### config.mk
export PLATFORM = sky130hd
export DESIGN_NAME = sata_oob_ctrl
export DESIGN_NICKNAME = d
export VERILOG_FILES = /design/src/rtl/oob_link_pkg.sv /design/src/rtl/oob_tx_seq.sv /design/src/rtl/oob_rx_det.sv /design/src/rtl/sata_oob_ctrl.sv
export SDC_FILE = /design/constraint.sdc
export NUM_CORES = 1
export LEC_CHECK = 0
export ABC_AREA = 0
export ABC_CLOCK_PERIOD_IN_PS = 3250
export BUFFER_PORTS_ARGS = -buffer_cell sky130_fd_sc_hd__buf_2
export CAP_MARGIN = 20
export CORE_MARGIN = 2
export CORE_UTILIZATION = 55
export DETAILED_ROUTE_END_ITERATION = 8
export GPL_TIMING_DRIVEN = 0
export PLACE_DENSITY = 0.79
export SLEW_MARGIN = 5
export SYNTH_ARGS = -nofsm -noshare
export SYNTH_HDL_FRONTEND = slang
export SYNTH_HIERARCHICAL = 1
export SYNTH_SLANG_ARGS = --single-unit
### constraint.sdc
create_clock -name clk -period 3.25 [get_ports clk]
set_input_delay 0.1625 -clock clk [delete_from_list [all_inputs] [get_ports clk]]
set_output_delay 0.1625 -clock clk [all_outputs]
set_load 0.005 [all_outputs]
### src/rtl/oob_link_pkg.sv
package oob_link_pkg;

    localparam int OOB_BURSTS = 6;

    typedef enum logic [1:0] {
        RATE_G1 = 2'd0,
        RATE_G2 = 2'd1,
        RATE_G3 = 2'd2
    } rate_e;

    typedef enum logic [1:0] {
        PAT_NONE  = 2'd0,
        PAT_D10_2 = 2'd1,
        PAT_ALIGN = 2'd2,
        PAT_DATA  = 2'd3
    } pat_e;

    typedef enum logic [2:0] {
        LS_RESET   = 3'd0,
        LS_AWAIT   = 3'd1,
        LS_WAKE    = 3'd2,
        LS_NEGO    = 3'd3,
        LS_READY   = 3'd4,
        LS_PARTIAL = 3'd5,
        LS_SLUMBER = 3'd6,
        LS_RATE    = 3'd7
    } status_e;

    typedef enum logic [3:0] {
        F_TX_RST, F_WAIT_INIT, F_TX_WAKE, F_WAIT_WAKE, F_D10,
        F_ALIGN, F_READY, F_PARTIAL, F_SLUMBER, F_RATE
    } fsm_e;

    function automatic status_e status_of(fsm_e s);
        case (s)
            F_TX_RST:                status_of = LS_RESET;
            F_WAIT_INIT:             status_of = LS_AWAIT;
            F_TX_WAKE, F_WAIT_WAKE:  status_of = LS_WAKE;
            F_D10, F_ALIGN:          status_of = LS_NEGO;
            F_READY:                 status_of = LS_READY;
            F_PARTIAL:               status_of = LS_PARTIAL;
            F_SLUMBER:               status_of = LS_SLUMBER;
            default:                 status_of = LS_RATE;
        endcase
    endfunction

    function automatic rate_e rate_down(rate_e r);
        rate_down = (r == RATE_G1) ? RATE_G1 : rate_e'(2'(r) - 2'd1);
    endfunction

endpackage

### src/rtl/oob_tx_seq.sv
module oob_tx_seq
    import oob_link_pkg::*;
#(
    parameter int BURST_LEN = 4,
    parameter int GAP_LONG  = 12,
    parameter int GAP_SHORT = 4
) (
    input  logic clk,
    input  logic rst,
    input  logic start,
    input  logic long_gap,
    output logic burst,
    output logic done
);
    localparam int MAXLEN = (BURST_LEN > GAP_LONG) ? BURST_LEN : GAP_LONG;
    localparam int CW     = $clog2(MAXLEN + 1);

    logic          busy;
    logic          long_q;
    logic [CW-1:0] cnt;
    logic [2:0]    idx;
    logic [CW-1:0] gap_lim;

    assign gap_lim = long_q ? CW'(GAP_LONG - 1) : CW'(GAP_SHORT - 1);

    always_ff @(posedge clk) begin
        if (rst) begin
            busy   <= 1'b0;
            burst  <= 1'b0;
            done   <= 1'b0;
            long_q <= 1'b0;
            cnt    <= '0;
            idx    <= '0;
        end else begin
            done <= 1'b0;
            if (!busy) begin
                if (start) begin
                    busy   <= 1'b1;
                    burst  <= 1'b1;
                    cnt    <= '0;
                    idx    <= '0;
                    long_q <= long_gap;
                end
            end else if (burst) begin
                if (cnt == CW'(BURST_LEN - 1)) begin
                    cnt   <= '0;
                    burst <= 1'b0;
                    if (idx == 3'(OOB_BURSTS - 1)) begin
                        busy <= 1'b0;
                        done <= 1'b1;
                    end
                end else begin
                    cnt <= cnt + 1'b1;
                end
            end else begin
                if (cnt == gap_lim) begin
                    cnt   <= '0;
                    burst <= 1'b1;
                    idx   <= idx + 3'd1;
                end else begin
                    cnt <= cnt + 1'b1;
                end
            end
        end
    end

    // checker state: burst rises in the current sequence and current run width
    logic          chk_burst_d;
    logic [3:0]    chk_rises;
    logic [CW:0]   chk_run;

    always_ff @(posedge clk) begin
        if (rst) begin
            chk_burst_d <= 1'b0;
            chk_rises   <= '0;
            chk_run     <= '0;
        end else begin
            chk_burst_d <= burst;
            if (!busy)
                chk_rises <= '0;
            else if (burst && !chk_burst_d)
                chk_rises <= chk_rises + 4'd1;
            chk_run <= burst ? chk_run + 1'b1 : '0;
        end
    end

    assert_burst_only_busy_R1: assert property (@(posedge clk) disable iff (rst)
        burst |-> busy);
    assert_six_bursts_R1: assert property (@(posedge clk) disable iff (rst)
        done |-> (chk_rises == 4'(OOB_BURSTS)));
    assert_burst_width_R1: assert property (@(posedge clk) disable iff (rst)
        burst |-> (chk_run < (CW+1)'(BURST_LEN)));

endmodule

### src/rtl/oob_rx_det.sv
module oob_rx_det #(
    parameter int GAP_LONG  = 12,
    parameter int GAP_SHORT = 4,
    parameter int GAP_TOL   = 1
) (
    input  logic clk,
    input  logic rst,
    input  logic rx_burst,
    output logic init_det,
    output logic wake_det
);
    localparam int GSAT = GAP_LONG + GAP_TOL + 1;
    localparam int GW   = $clog2(GSAT + 1);

    logic          prev;
    logic [GW-1:0] gcnt;
    logic [2:0]    lcnt, scnt;
    logic          rise, in_long, in_short;

    assign rise     = rx_burst && !prev;
    assign in_long  = (gcnt >= GW'(GAP_LONG - GAP_TOL))  && (gcnt <= GW'(GAP_LONG + GAP_TOL));
    assign in_short = (gcnt >= GW'(GAP_SHORT - GAP_TOL)) && (gcnt <= GW'(GAP_SHORT + GAP_TOL));

    always_ff @(posedge clk) begin
        if (rst) begin
            prev     <= 1'b0;
            gcnt     <= GW'(GSAT);
            lcnt     <= '0;
            scnt     <= '0;
            init_det <= 1'b0;
            wake_det <= 1'b0;
        end else begin
            prev     <= rx_burst;
            init_det <= 1'b0;
            wake_det <= 1'b0;
            if (rx_burst)
                gcnt <= '0;
            else if (gcnt != GW'(GSAT))
                gcnt <= gcnt + 1'b1;
            if (rise) begin
                if (in_long) begin
                    scnt <= '0;
                    if (lcnt == 3'd4) begin
                        init_det <= 1'b1;
                        lcnt     <= '0;
                    end else begin
                        lcnt <= lcnt + 3'd1;
                    end
                end else if (in_short) begin
                    lcnt <= '0;
                    if (scnt == 3'd4) begin
                        wake_det <= 1'b1;
                        scnt     <= '0;
                    end else begin
                        scnt <= scnt + 3'd1;
                    end
                end else begin
                    lcnt <= '0;
                    scnt <= '0;
                end
            end
        end
    end

    assert_det_exclusive_R3: assert property (@(posedge clk) disable iff (rst)
        $onehot0({init_det, wake_det}));
    assert_det_needs_burst_R3: assert property (@(posedge clk) disable iff (rst)
        (init_det || wake_det) |-> $past(rx_burst));

endmodule

### src/rtl/sata_oob_ctrl.sv
module sata_oob_ctrl
    import oob_link_pkg::*;
#(
    parameter int BURST_LEN     = 4,
    parameter int GAP_LONG      = 12,
    parameter int GAP_SHORT     = 4,
    parameter int GAP_TOL       = 1,
    parameter int INIT_TIMEOUT  = 200,
    parameter int ALIGN_TIMEOUT = 100
) (
    input  logic       clk,
    input  logic       rst,
    input  logic       rx_burst,
    input  logic       rx_align_det,
    input  logic       rx_sync_det,
    input  logic       pm_partial_req,
    input  logic       pm_slumber_req,
    input  logic       pm_wake_req,
    input  logic       rate_ack,
    output logic       tx_oob_burst,
    output logic       tx_elec_idle,
    output logic [1:0] tx_pattern,
    output logic [1:0] rate_sel,
    output logic       rate_req,
    output logic       link_ready,
    output logic [2:0] link_status
);
    localparam int TMAX = (INIT_TIMEOUT > ALIGN_TIMEOUT) ? INIT_TIMEOUT : ALIGN_TIMEOUT;
    localparam int TW   = $clog2(TMAX + 1);

    fsm_e          state, nxt;
    rate_e         rate_q;
    pat_e          pat;
    logic [TW-1:0] tmr;
    logic          start_q, wake_pend;
    logic          seq_done, init_det, wake_det;
    logic          init_to, align_to;
    fsm_e          fallback;

    oob_tx_seq #(.BURST_LEN(BURST_LEN), .GAP_LONG(GAP_LONG), .GAP_SHORT(GAP_SHORT)) u_tx (
        .clk(clk), .rst(rst), .start(start_q), .long_gap(state == F_TX_RST),
        .burst(tx_oob_burst), .done(seq_done));

    oob_rx_det #(.GAP_LONG(GAP_LONG), .GAP_SHORT(GAP_SHORT), .GAP_TOL(GAP_TOL)) u_rx (
        .clk(clk), .rst(rst), .rx_burst(rx_burst),
        .init_det(init_det), .wake_det(wake_det));

    assign init_to  = (tmr == TW'(INIT_TIMEOUT - 1));
    assign align_to = (tmr == TW'(ALIGN_TIMEOUT - 1));
    assign fallback = (rate_q == RATE_G1) ? F_TX_RST : F_RATE;

    always_comb begin
        nxt = state;
        unique case (state)
            F_TX_RST:    if (seq_done) nxt = F_WAIT_INIT;
            F_WAIT_INIT: if (init_det) nxt = F_TX_WAKE;
                         else if (init_to) nxt = F_TX_RST;
            F_TX_WAKE:   if (seq_done) nxt = F_WAIT_WAKE;
            F_WAIT_WAKE: if (wake_det || wake_pend) nxt = F_D10;
                         else if (init_to) nxt = F_TX_RST;
            F_D10:       if (rx_align_det) nxt = F_ALIGN;
                         else if (align_to) nxt = fallback;
            F_ALIGN:     if (rx_sync_det) nxt = F_READY;
                         else if (align_to) nxt = fallback;
            F_READY:     if (init_det) nxt = F_TX_RST;
                         else if (pm_partial_req) nxt = F_PARTIAL;
                         else if (pm_slumber_req) nxt = F_SLUMBER;
            F_PARTIAL, F_SLUMBER:
                         if (init_det) nxt = F_TX_RST;
                         else if (pm_wake_req || wake_det) nxt = F_TX_WAKE;
            F_RATE:      if (rate_ack) nxt = F_TX_RST;
            default:     nxt = F_TX_RST;
        endcase
    end

    always_ff @(posedge clk) begin
        if (rst) begin
            state     <= F_TX_RST;
            rate_q    <= RATE_G3;
            tmr       <= '0;
            start_q   <= 1'b1;
            wake_pend <= 1'b0;
        end else begin
            state   <= nxt;
            tmr     <= (nxt != state) ? '0 : tmr + 1'b1;
            start_q <= (nxt != state) && (nxt == F_TX_RST || nxt == F_TX_WAKE);
            if (state != F_RATE && nxt == F_RATE)
                rate_q <= rate_down(rate_q);
            if (nxt == F_TX_RST || (state == F_WAIT_WAKE && nxt != state))
                wake_pend <= 1'b0;
            else if (wake_det && (state == F_TX_WAKE || state == F_PARTIAL || state == F_SLUMBER))
                wake_pend <= 1'b1;
        end
    end

    always_comb begin
        case (state)
            F_D10:   pat = PAT_D10_2;
            F_ALIGN: pat = PAT_ALIGN;
            F_READY: pat = PAT_DATA;
            default: pat = PAT_NONE;
        endcase
    end

    assign tx_pattern   = pat;
    assign tx_elec_idle = !tx_oob_burst && (pat == PAT_NONE);
    assign rate_sel     = rate_q;
    assign rate_req     = (state == F_RATE);
    assign link_ready   = (state == F_READY);
    assign link_status  = status_of(state);

    assert_ready_after_sync_R5: assert property (@(posedge clk) disable iff (rst)
        $rose(link_ready) |-> $past(rx_sync_det));
    assert_ready_drop_cause_R10: assert property (@(posedge clk) disable iff (rst)
        $fell(link_ready) |-> $past(init_det || pm_partial_req || pm_slumber_req));
    assert_rate_steps_down_R6: assert property (@(posedge clk) disable iff (rst)
        ($past(rate_sel) != rate_sel) |-> (rate_sel == 2'($past(rate_sel) - 2'd1)));
    assert_rate_req_held_R6: assert property (@(posedge clk) disable iff (rst)
        (rate_req && !rate_ack) |=> (rate_req && $stable(rate_sel)));
    assert_gen1_no_req_R7: assert property (@(posedge clk) disable iff (rst)
        ($past(rate_sel) == 2'd0 && !$past(rate_req)) |-> !rate_req);
    assert_idle_in_power_R8: assert property (@(posedge clk) disable iff (rst)
        (link_status == 3'd5 || link_status == 3'd6) |-> (tx_elec_idle && !link_ready));

endmodule

==> results by group <==
Run status
  – Outcome: finished, final reports clean

Worst setup path
  – Worst path top cell family by delay: simple AND/OR/NAND/NOR gates
  – CP bufs+invs: 0
  – Critical-path top delay cell: a211oi_2
  – Worst Setup SP: tmr[0]
  – Crit path DAT: 2.38 ns
  – Crit end category: flop
  – Startpoint Class: flop
  – Crit path largest cell delay: 0.45 ns
  – Crit Path Max Fanout: 5
  – Critical R2R Launch: tmr[0]
  – Req. time, crit path: 3.44 ns
  – Setup CP Type: reg -> reg
  – Worst path cell trace: ha_1 > and4bb_4 > a311oi_1 > a211oi_2 > nor2_1 > ha_1 > or2_1
  – CP most frequent cell: ha_1

Drt
  – Average wire per standard cell: 13.52 um
  – Number of nets with antenna violations after routing: 0
  – Total wire length: 4651 um
  – DR vias: 1,965
  – Drt pass-1 iters: 4
  – Detailed-route DRC error count: 0
  – Mean number of vias per cell: 5.712
  – Initial DRC count: 110

Floorplanning
  – Num ports: 20
  – Die height: 69.56 um
  – Die ar.: 0.004838 mm^2
  – CORE AREA: 0.004058 mm^2
  – Num rows: 23
  – Die Width: 69.56 um
  – Initial Utilization: 0.5825

Clock tree
  – Worst skew pair latency: 0.30 ns
  – Total CTS buffers: 5
  – Resize count post-CTS: 0
  – Max Root-Sink Buffers: 2
  – Clock-pin slew of the registers on the worst-case setup and hold paths: 0.08 ns
  – Hold-fix buffers, CTS: 0
  – Clk sinks: 43
  – Clock Root Buffer: clkbuf_8
  – CTS tree: done
  – Clock H-tree levels: 2
  – Post-CTS setup buffers: 0

Synth
  – Post-synthesis register bit count: 43
  – Unique masters post-synth: 60
  – Avg Synthesized Cell Area: 8.852 um^2
  – Post-synth EDFFs: 0
  – Sequential fraction of the synthesis area: 0.3642
  – Cells after synthesis: 267
  – Mapped Nets: 285
  – Async set-reset flop share out of synthesis: 0
  – Most used flip-flop cell after synthesis: dfxtp_1
  – Post-Syn Area: 0.002364 mm^2
  – Ys Warns: 6

Timing
  – Setup_tns: 0 ns
  – Final Hold Violating Endpoints: 0
  – Setup Skew: 0.009711 ns
  – Hold Worst Slack: 0.1040 ns
  – Headroom to the max-slew limit: 0.7007
  – Tcrit/Tclk final: 0.6751
  – Slew @ Worst Pin: 0.4482 ns
  – Max Slew Vio Count: 0
  – Min Clock Period, post-route: 2.194 ns
  – RSZ-0062 raised after global routing: no
  – Setup violators final: 0
  – F_max: 455.8 MHz

Power
  – PwrDens: 383.2 mW/mm^2
  – Static Leak: 1.022 nW
  – Worst vdd ir: 0.0002753 V

Global route
  – Total congestion overflow: 0
  – First-pass GRT wire length: 8010 um
  – Global Route Usage Sum: 0.2026
  – Largest net degree at the start of global routing: 14
  – Number of global-route vias before repair: 1,834
  – Initial antenna violation count: 0

Layout
  – Ratio of cells with drive above 1 in the final layout: 0.1973
  – Core Util, Final: 0.6469
  – Fillers: 353
  – NumNets Final: 311
  – Post-route design area: 0.002625 mm^2
  – Ant. Diodes: 0
  – Synth-to-Final Area Change: 11.06%
  – Most frequent cells in the layout: dfxtp_1 (43), nor2_1 (38), buf_2 (22)
  – Most common cell after layout, fill and taps aside: dfxtp_1

Worst hold path
  – Hold Startpoint: rx_burst
  – Hold Crit Class: in -> reg

Place
  – Placed cell areas: 0.002521 mm^2
  – Placer congestion estimate: 0.8563
  – DPL Wire Length: 3392 um
  – Number of buffers added on ports: 19

Flow run
  – Max-cap viol count: 0
==> kinds of logic (layout without fill, tap and decap cells) <==
logic type      after synthesis  count (layout)  share of synthesized area
xor+xnor                     15              15                    0.05559
flops                        43              43                     0.3642
mux                           6               6                    0.02647
fa+ha+maj                    10              10                    0.05241
buf+inv                      19              46                    0.04446
compound gates               48              48                     0.1461
simple gates                126             126                     0.3107
==> power by group <==
| group | internal [mW] | switching (mW) |
|---|---|---|
| sequential | 0.541 | 0.0151 |
| combinational | 0.0333 | 0.0423 |
| clock | 0.193 | 0.181 |
| total | 0.767 | 0.239 |
==> layer usage <==
layer	vias to the layer above	global-route usage	share of wire
li1	997	-	-
met1	921	0.2498	0.45
met2	39	0.3408	0.49
met3	8	0.04215	0.041
met4	0	0.08715	0.021
met5	-	0	0
==> sequential cells by signal (all words and copies together), names as in the netlist <==
register and cells:
u_rx/gcnt 4, u_tx/busy 1, u_tx/burst 1, u_rx/lcnt 3, rate_sel 2, u_tx/done 1
u_rx/wake_det 1, u_tx/idx 3, u_rx/init_det 1, u_tx/long_q 1, link_status 3, u_tx/cnt 4
start_q 1, wake_pend 1, u_rx/scnt 3, tmr 8, state 4, u_rx/prev 1
==> per-stage QoR <==
stage | std cells | setup slack (ns) | power (mW)
global route | 344 | 0.9025 | 1.047
floorplan | 267 | 1.361 | 0.6187
detailed placement | 336 | 1.095 | 0.6440
global placement | 336 | 1.060 | 0.6408
finish | 344 | 1.056 | 1.006
CTS | 344 | 1.057 | 1.024
==> final timing paths <==
check | slack (ns) | cells past startpoint | to
hold reg to reg | 0.45 | 1 | tmr[0]
setup reg to reg | 1.06 | 7 | link_status[1]
hold / removal | 0.10 | 2 | u_rx/gcnt[0]
setup / recovery | 1.06 | 7 | link_status[1]
==> cell usage after synthesis, types with 3 or more instances <==
cell type / count / area share
nand4_1: 3 / 0.0079
nor2_1: 38 / 0.060
o21ai_0: 3 / 0.0064
a21oi_1: 15 / 0.032
nand3_1: 11 / 0.023
buf_6: 3 / 0.014
nand2_1: 15 / 0.024
o22ai_1: 4 / 0.011
a211oi_2: 3 / 0.016
dfxtp_1: 43 / 0.36
buf_2: 3 / 0.0064
ha_1: 9 / 0.048
o21a_1: 3 / 0.0095
a31oi_1: 3 / 0.0079
inv_1: 7 / 0.011
nand2b_1: 7 / 0.019
mux2i_1: 4 / 0.017
o21bai_1: 3 / 0.0095
and3_1: 5 / 0.013
xor2_1: 7 / 0.026
nand3b_1: 3 / 0.0095
clkbuf_1: 3 / 0.0048
and4bb_2: 3 / 0.016
nor2b_1: 6 / 0.016
nor3_1: 10 / 0.021
xnor2_1: 8 / 0.030
==> cell type report <==
| cell class | instances | area (um^2) | area share |
|---|---|---|---|
| buffer | 11 | 75.07 | 0.02860 |
| clock buffer | 7 | 96.34 | 0.03670 |
| clock inverter | 1 | 7.507 | 0.002860 |
| inverter | 8 | 30.03 | 0.01144 |
| multi-input combinational | 205 | 1398 | 0.5324 |
| sequential | 43 | 860.8 | 0.3279 |
| tap | 50 | 62.56 | 0.02383 |
| timing repair buffer | 19 | 95.09 | 0.03622 |
Note: power is estimated with default switching activity, not from simulation.
